===== config.mk =====
export PLATFORM = sky130hd
export DESIGN_NAME = ctmr_timer
export DESIGN_NICKNAME = d
export VERILOG_FILES = /design/src/rtl/ctmr_pkg.sv /design/src/rtl/ctmr_regs.sv /design/src/rtl/ctmr_divider.sv /design/src/rtl/ctmr_engine.sv /design/src/rtl/ctmr_timer.sv
export SDC_FILE = /design/constraint.sdc
export NUM_CORES = 1
export LEC_CHECK = 0
export ABC_AREA = 1
export BUFFER_PORTS_ARGS = -buffer_cell sky130_fd_sc_hd__buf_2
export CAP_MARGIN = 20
export CORE_ASPECT_RATIO = 1.2
export CORE_MARGIN = 2
export CORE_UTILIZATION = 35
export DETAILED_ROUTE_END_ITERATION = 10
export SYNTH_ARGS = -nofsm -noshare
export SYNTH_HDL_FRONTEND = slang
export SYNTH_HIERARCHICAL = 1
export SYNTH_SLANG_ARGS = --single-unit

===== constraint.sdc =====
create_clock -name clk -period 4.83 [get_ports clk]
set_clock_uncertainty 0.2 [all_clocks]
set_input_delay 0 -clock clk [delete_from_list [all_inputs] [get_ports clk]]
set_output_delay 0 -clock clk [all_outputs]
set_load 0.01 [all_outputs]

===== src/rtl/ctmr_pkg.sv =====
package ctmr_pkg;

  // write target codes
  typedef enum logic [1:0] {
    SEL_RELOAD = 2'd0,
    SEL_COUNT  = 2'd1,
    SEL_CTRL   = 2'd2,
    SEL_NONE   = 2'd3
  } wsel_e;

  // control word layout: [9] mask, [8] periodic, [7:0] vector
  typedef struct packed {
    logic       mask;
    logic       periodic;
    logic [7:0] vector;
  } ctrl_t;

  localparam int CTRL_W = $bits(ctrl_t);

endpackage


===== src/rtl/ctmr_regs.sv =====
module ctmr_regs
  import ctmr_pkg::*;
#(
  parameter int CW = 32
) (
  input  logic          clk,
  input  logic          rst_n,
  input  logic          wr_en,
  input  logic [1:0]    wr_sel,
  input  logic [CW-1:0] wr_data,
  output logic [CW-1:0] reload_q,
  output ctrl_t         ctrl_q,
  output logic          reload_wr,
  output logic          count_wr
);

  logic ctrl_wr;

  assign reload_wr = wr_en && (wsel_e'(wr_sel) == SEL_RELOAD);
  assign count_wr  = wr_en && (wsel_e'(wr_sel) == SEL_COUNT);
  assign ctrl_wr   = wr_en && (wsel_e'(wr_sel) == SEL_CTRL);

  always_ff @(posedge clk) begin
    if (!rst_n) begin
      reload_q <= '0;
      ctrl_q   <= '0;
    end else begin
      if (reload_wr) reload_q <= wr_data;
      if (ctrl_wr)   ctrl_q   <= ctrl_t'(wr_data[CTRL_W-1:0]);
    end
  end

endmodule


===== src/rtl/ctmr_divider.sv =====
module ctmr_divider #(
  parameter int W = 32
) (
  input  logic         clk,
  input  logic         rst_n,
  input  logic         start,
  input  logic [W-1:0] dividend,
  input  logic [W-1:0] divisor,
  output logic         busy,
  output logic         finish,
  output logic [W-1:0] quotient,
  output logic [W-1:0] remainder,
  output logic [W-1:0] divisor_q
);

  localparam int CNTW = $clog2(W + 1);

  logic [W-1:0]    q_r, r_r, d_r;
  logic [CNTW-1:0] cnt;
  logic            busy_q;
  logic [W:0]      shifted, diff;
  logic            take;

  // one restoring step per cycle, MSB first
  always_comb begin
    shifted   = {r_r, q_r[W-1]};
    diff      = shifted - {1'b0, d_r};
    take      = !diff[W];
    quotient  = {q_r[W-2:0], take};
    remainder = take ? diff[W-1:0] : shifted[W-1:0];
  end

  assign busy      = busy_q;
  assign finish    = busy_q && (cnt == CNTW'(1));
  assign divisor_q = d_r;

  always_ff @(posedge clk) begin
    if (!rst_n) begin
      q_r    <= '0;
      r_r    <= '0;
      d_r    <= '0;
      cnt    <= '0;
      busy_q <= 1'b0;
    end else if (start) begin
      q_r    <= dividend;
      r_r    <= '0;
      d_r    <= divisor;
      cnt    <= CNTW'(W);
      busy_q <= 1'b1;
    end else if (busy_q) begin
      q_r <= quotient;
      r_r <= remainder;
      cnt <= cnt - CNTW'(1);
      if (finish) busy_q <= 1'b0;
    end
  end

  // a started division keeps busy for the full W steps
  assert_div_window_R6: assert property (@(posedge clk) disable iff (!rst_n)
    start |=> (busy && cnt == CNTW'(W)));

endmodule


===== src/rtl/ctmr_engine.sv =====
module ctmr_engine
  import ctmr_pkg::*;
#(
  parameter int CW      = 32,
  parameter int MW      = 8,
  parameter int SHIFT_W = 3
) (
  input  logic               clk,
  input  logic               rst_n,
  input  logic               tick_valid,
  input  logic [CW-1:0]      tick_delta,
  input  logic [SHIFT_W-1:0] tick_shift,
  input  logic               irq_pend,
  input  logic [CW-1:0]      reload_q,
  input  ctrl_t              ctrl_q,
  input  logic               reload_wr,
  input  logic               count_wr,
  input  logic [CW-1:0]      wr_data,
  input  logic               div_busy,
  input  logic               div_finish,
  input  logic [CW-1:0]      div_q,
  input  logic [CW-1:0]      div_r,
  input  logic [CW-1:0]      div_d,
  output logic               div_start,
  output logic [CW-1:0]      div_dividend,
  output logic [CW-1:0]      count_q,
  output logic [MW-1:0]      missed_q,
  output logic               irq_valid,
  output logic [7:0]         irq_vector
);

  localparam logic [CW:0] MISS_MAX = {{(CW+1-MW){1'b0}}, {MW{1'b1}}};

  // prescale: elapsed ticks after the shift
  function automatic logic [CW-1:0] scale_ticks(input logic [CW-1:0] d,
                                                input logic [SHIFT_W-1:0] s);
    return d >> s;
  endfunction

  // saturating add of skipped periods
  function automatic logic [MW-1:0] add_missed(input logic [MW-1:0] m,
                                               input logic [CW-1:0] q);
    logic [CW:0] sum;
    sum = {{(CW+1-MW){1'b0}}, m} + {1'b0, q};
    return (sum > MISS_MAX) ? {MW{1'b1}} : sum[MW-1:0];
  endfunction

  // named events for the assertions
  logic [CW-1:0] ticks;
  logic          stopped;
  logic          accept;
  logic          expire;
  logic          replay_go;
  logic          irq_fire;

  assign ticks     = scale_ticks(tick_delta, tick_shift);
  assign stopped   = (reload_q == '0) || (!ctrl_q.periodic && count_q == '0);
  assign accept    = tick_valid && !div_busy && !stopped;
  assign expire    = accept && (ticks >= count_q);
  assign replay_go = accept && !expire && (missed_q != '0) && !irq_pend && !ctrl_q.mask;
  assign irq_fire  = (expire && !ctrl_q.mask) || replay_go;

  assign div_start    = expire && ctrl_q.periodic;
  assign div_dividend = ticks - count_q;

  always_ff @(posedge clk) begin
    if (!rst_n) begin
      count_q    <= '0;
      missed_q   <= '0;
      irq_valid  <= 1'b0;
      irq_vector <= '0;
    end else begin
      if (div_finish)     count_q <= div_d - div_r;
      else if (reload_wr) count_q <= wr_data;
      else if (count_wr)  count_q <= wr_data;
      else if (expire)    count_q <= '0;
      else if (accept)    count_q <= count_q - ticks;

      if (div_finish)     missed_q <= add_missed(missed_q, div_q);
      else if (replay_go) missed_q <= missed_q - MW'(1);

      irq_valid  <= irq_fire;
      irq_vector <= irq_fire ? ctrl_q.vector : '0;
    end
  end

  // while dividing, nothing but the result may move the count
  assert_busy_hold_R9: assert property (@(posedge clk) disable iff (!rst_n)
    (div_busy && !div_finish && !reload_wr && !count_wr) |=> $stable(count_q));

  // a set mask keeps the request line quiet
  assert_mask_quiet_R5: assert property (@(posedge clk) disable iff (!rst_n)
    (ctrl_q.mask && !replay_go) |=> !irq_valid);

  // a replay consumes exactly one missed interrupt and raises a request
  assert_replay_step_R7: assert property (@(posedge clk) disable iff (!rst_n)
    replay_go |=> (irq_valid && missed_q == $past(missed_q) - MW'(1)));

  // the reloaded count lies in 1..reload
  assert_reload_range_R6: assert property (@(posedge clk) disable iff (!rst_n)
    div_finish |=> (count_q != '0 && count_q <= $past(div_d)));

  // a zero reload value disables the timer
  assert_disabled_R8: assert property (@(posedge clk) disable iff (!rst_n)
    (tick_valid && reload_q == '0 && !div_busy && !reload_wr && !count_wr)
      |=> (!irq_valid && $stable(count_q)));

  // a full counter stays full after a catch-up
  assert_missed_cap_R10: assert property (@(posedge clk) disable iff (!rst_n)
    (div_finish && missed_q == {MW{1'b1}}) |=> (missed_q == {MW{1'b1}}));

endmodule


===== src/rtl/ctmr_timer.sv =====
module ctmr_timer
  import ctmr_pkg::*;
#(
  parameter int CW      = 32,
  parameter int MW      = 8,
  parameter int SHIFT_W = 3
) (
  input  logic               clk,
  input  logic               rst_n,
  input  logic               wr_en,
  input  logic [1:0]         wr_sel,
  input  logic [CW-1:0]      wr_data,
  input  logic               tick_valid,
  input  logic [CW-1:0]      tick_delta,
  input  logic [SHIFT_W-1:0] tick_shift,
  input  logic               irq_pend,
  output logic               irq_valid,
  output logic [7:0]         irq_vector,
  output logic               busy,
  output logic [CW-1:0]      init_count,
  output logic [CW-1:0]      cur_count,
  output logic [MW-1:0]      missed_count
);

  ctrl_t         ctrl_q;
  logic          reload_wr, count_wr;
  logic          div_start, div_busy, div_finish;
  logic [CW-1:0] div_dividend, div_q, div_r, div_d;

  ctmr_regs #(.CW(CW)) u_regs (
    .clk       (clk),
    .rst_n     (rst_n),
    .wr_en     (wr_en),
    .wr_sel    (wr_sel),
    .wr_data   (wr_data),
    .reload_q  (init_count),
    .ctrl_q    (ctrl_q),
    .reload_wr (reload_wr),
    .count_wr  (count_wr)
  );

  ctmr_divider #(.W(CW)) u_div (
    .clk       (clk),
    .rst_n     (rst_n),
    .start     (div_start),
    .dividend  (div_dividend),
    .divisor   (init_count),
    .busy      (div_busy),
    .finish    (div_finish),
    .quotient  (div_q),
    .remainder (div_r),
    .divisor_q (div_d)
  );

  ctmr_engine #(.CW(CW), .MW(MW), .SHIFT_W(SHIFT_W)) u_engine (
    .clk          (clk),
    .rst_n        (rst_n),
    .tick_valid   (tick_valid),
    .tick_delta   (tick_delta),
    .tick_shift   (tick_shift),
    .irq_pend     (irq_pend),
    .reload_q     (init_count),
    .ctrl_q       (ctrl_q),
    .reload_wr    (reload_wr),
    .count_wr     (count_wr),
    .wr_data      (wr_data),
    .div_busy     (div_busy),
    .div_finish   (div_finish),
    .div_q        (div_q),
    .div_r        (div_r),
    .div_d        (div_d),
    .div_start    (div_start),
    .div_dividend (div_dividend),
    .count_q      (cur_count),
    .missed_q     (missed_count),
    .irq_valid    (irq_valid),
    .irq_vector   (irq_vector)
  );

  assign busy = div_busy;

  // nothing is requested in the cycle after reset
  assert_reset_quiet_R1: assert property (@(posedge clk)
    !rst_n |=> (!irq_valid && !busy && missed_count == '0));

endmodule


==> metrics <==
hold depth 8; Data arrival, critical path 4.71 ns; number of placed cells counting well taps 4439; crit-path max FO 17; fraction of layout cells with a size suffix above 1 9.456%; HPWL Detailed 64230 um; DRC 0; pin count of the biggest net entering global routing 68; RSZ-0062 raised after global routing yes; I/O Pins 156; Setup CP Type reg2reg; H-tree lvl count 4; EDFF count, synth 0; Total Wirelength 77620 um; period utilization 94.51%; prevailing post-synth register cell dfxtp_1; Placed Area 0.02188 mm2; Final Hold Vio Count 0; fin. max-slew vios 0; number of global-route vias before repair 21870; Die Wd 225.8 um; status finished clean; CP Data Required Time 4.97 ns; Pleak 0.01210 uW; initial antenna violation count 0; DP Worst Slack 0.07131 ns; count of unique library cells instantiated by Yosys 54; startpoint types flop; hold slack 0.1006 ns; Tot GR Track Use 25.05%; max cap viols 0; register bit total from synthesis 194; grt total ovfl 0; first-pass detailed-route iteration total 6; Hold WC Path Type in2reg; FP Rows 97; Area growth syn-to-layout 11.56%; nature of the critical path endpoint flop; PortBufs 155; 1st-iter DRT viols 1645; Worst-Margin Slew 0.7748 ns; post-CTS setup buffers 0; die area 0.06102 mm2; Worst slew margin 48.20%; DIE HEIGHT 270.2 um; post-route ant nets 0; post-route cell area 0.02306 mm2; via-per-instance ratio 5.066; FF-to-FF path depth 27; Net Count, Synth 3828; Post-synth ARST share 0%; syn_area_per_cell 5.724 um2; Ys Warns 6; Final WS setup 0.2650 ns; fin nets 3938; synthesized cell area 0.02067 mm2; post-synthesis sequential area ratio 18.79%; CTS Buf Count 17; first-pass GRT wire length 119400 um; number of antenna diodes 0; routability cong. 1.002; via count 22920; CTS tree done; root buf cell clkbuf_16; clk slew on worst S/H paths 0.08 ns; clock net sink count 194; crit path from u_div/divisor_q[0]; non-filler cells, final 4525; core area 0.05838 mm2; Initial Utilization 35.41%; minimum clock period 4.565 ns; VDD IR max 0.2775 mV; Power Density 423.2 mW/mm2; Mapped Cells 3611; drt wl/cell 17.15 um; clk_lat worst skew 0.46 ns; clk buf depth 2; endpoints failing setup 0; TNS Setup 0 ns; fmax 219.1 MHz; filler instances 6604; worst r2r src u_div/divisor_q[0]; HP Start irq_pend
==> registers in the layout (all words and copies together), names as in the netlist <==
register             flops
u_div/cnt                6
u_regs/reload_q         32
u_engine/missed_q        8
u_div/busy               1
u_div/q_r               32
u_div/r_r               32
u_engine/irq_vector      8
u_engine/irq_valid       1
u_engine/count_q        32
u_div/divisor_q         32
u_regs/ctrl_q           10
==> per-layer routing <==
layer | share of wire (%) | GRT usage, % | routed length, um | vias up
li1 | - | - | - | 11640
met1 | 42 | 29.99 | 32480 | 10440
met2 | 48 | 43.72 | 37190 | 669
met3 | 4.1 | 2.023 | 3173 | 178
met4 | 6.1 | 14.22 | 4768 | 0
met5 | 0 | 0 | 0 | -
==> cell usage in the layout (no fill, tap or decap), types with 36 or more instances in the layout <==
cell type | netlist | final
buf_2 | 28 | 154
a21oi_1 | 270 | 270
ha_1 | 138 | 132
inv_1 | 576 | 575
nand2_1 | 999 | 996
dlygate4sd3_1 | 0 | 55
nor2_1 | 401 | 395
dfxtp_1 | 194 | 193
buf_4 | 39 | 38
nand4_1 | 36 | 36
o21ai_0 | 228 | 221
xor2_1 | 64 | 64
nand3_1 | 226 | 226
nor3_1 | 37 | 36
==> logic make-up after synthesis <==
family          after synthesis  share of synthesized area (%)
flops                       194                          18.79
buf+inv                     745                          14.98
simple gates               1817                          37.11
fa+ha+maj                   143                          8.838
compound gates              631                          16.86
xor+xnor                     81                          3.432
==> power by group <==
| part | total [uW] | internal, uW | leakage [uW] | switching, uW |
|---|---|---|---|---|
| registers | 1910 | 1720 | 0.00158 | 193 |
| clock network | 1420 | 719 | 0.000274 | 696 |
| logic | 6430 | 1980 | 0.0102 | 4450 |
==> final timing paths <==
| path | slack [ns] | end |
|---|---|---|
| setup / recovery | 0.26 | u_engine/count_q[22] |
| hold / removal | 0.10 | u_engine/missed_q[0] |
| setup reg to reg | 0.26 | u_engine/count_q[22] |
| hold reg to reg | 0.23 | u_engine/irq_vector[0] |
==> critical path: stages, from the launching register on <==
cell and delay (ns):
dfxtp_1 0.36, ha_1 0.25, fa_1 0.41, inv_1 0.12
nand2_1 0.07, nand2_1 0.09, nand3_1 0.08, nand2_2 0.13
nand2_2 0.07, nand2_4 0.07, nand2_4 0.07, nand3_4 0.08
buf_6 0.19, buf_6 0.20, nand3_1 0.11, nand2_1 0.09
inv_1 0.04, ha_2 0.40, nand2_1 0.14, nor2_2 0.18
inv_1 0.09, o21ai_0 0.32, nand3b_1 0.23, nand2_1 0.07
nand2_1 0.06, o21ai_0 0.12, a21oi_1 0.15, nor2_1 0.05
==> what timing repair did <==
item	4_1_cts	5_1_grt
resized for setup	0	31
hold endpoints to repair	82	0
setup endpoints to repair	0	23
hold buffers	55	0
==> cell usage after synthesis (6+ instances only) <==
cell / instances / area [um2]
nor3_1: 37 / 185.2
nand3_2: 16 / 160.2
o21a_1: 11 / 82.58
clkbuf_2: 7 / 35.03
o21ai_0: 228 / 1141
a21oi_2: 11 / 96.34
or2_2: 7 / 43.79
buf_4: 39 / 292.8
a22oi_1: 16 / 120.1
ha_1: 138 / 1727
a21oi_1: 270 / 1351
nand3_1: 226 / 1131
nor4_1: 11 / 68.82
clkbuf_1: 65 / 244.0
nand4_1: 36 / 225.2
nor2_2: 15 / 93.84
dfxtp_1: 194 / 3884
o21bai_1: 17 / 127.6
o21ai_1: 21 / 105.1
nand3b_1: 14 / 105.1
inv_2: 7 / 26.28
xor2_1: 64 / 560.5
buf_1: 8 / 30.03
a21o_1: 7 / 52.55
buf_6: 10 / 112.6
nor2_1: 401 / 1505
xnor2_1: 17 / 148.9
o221ai_1: 6 / 52.55
buf_2: 28 / 140.1
nand2_1: 999 / 3750
inv_1: 576 / 2162
nand2_2: 32 / 200.2
o211ai_1: 22 / 165.2
==> stage by stage <==
step	power (uW)	util (%)
finish	9760	39.50
floorplan	6221	-
global placement	8125	37.47
global route	10440	39.50
CTS	9582	39.37
detailed placement	8106	37.47
==> layout make-up <==
cell class | instances | area (um2) | area share, %
Multi-Input combinational cell | 2672 | 13770 | 59.73
Sequential cell | 194 | 3885 | 16.85
Inverter | 585 | 2196 | 9.523
Timing Repair Buffer | 251 | 1660 | 7.200
Tap cell | 792 | 991.0 | 4.297
Clock buffer | 18 | 429.2 | 1.861
Clock inverter | 13 | 125.1 | 0.5426
(Power assumes the default switching activity.)
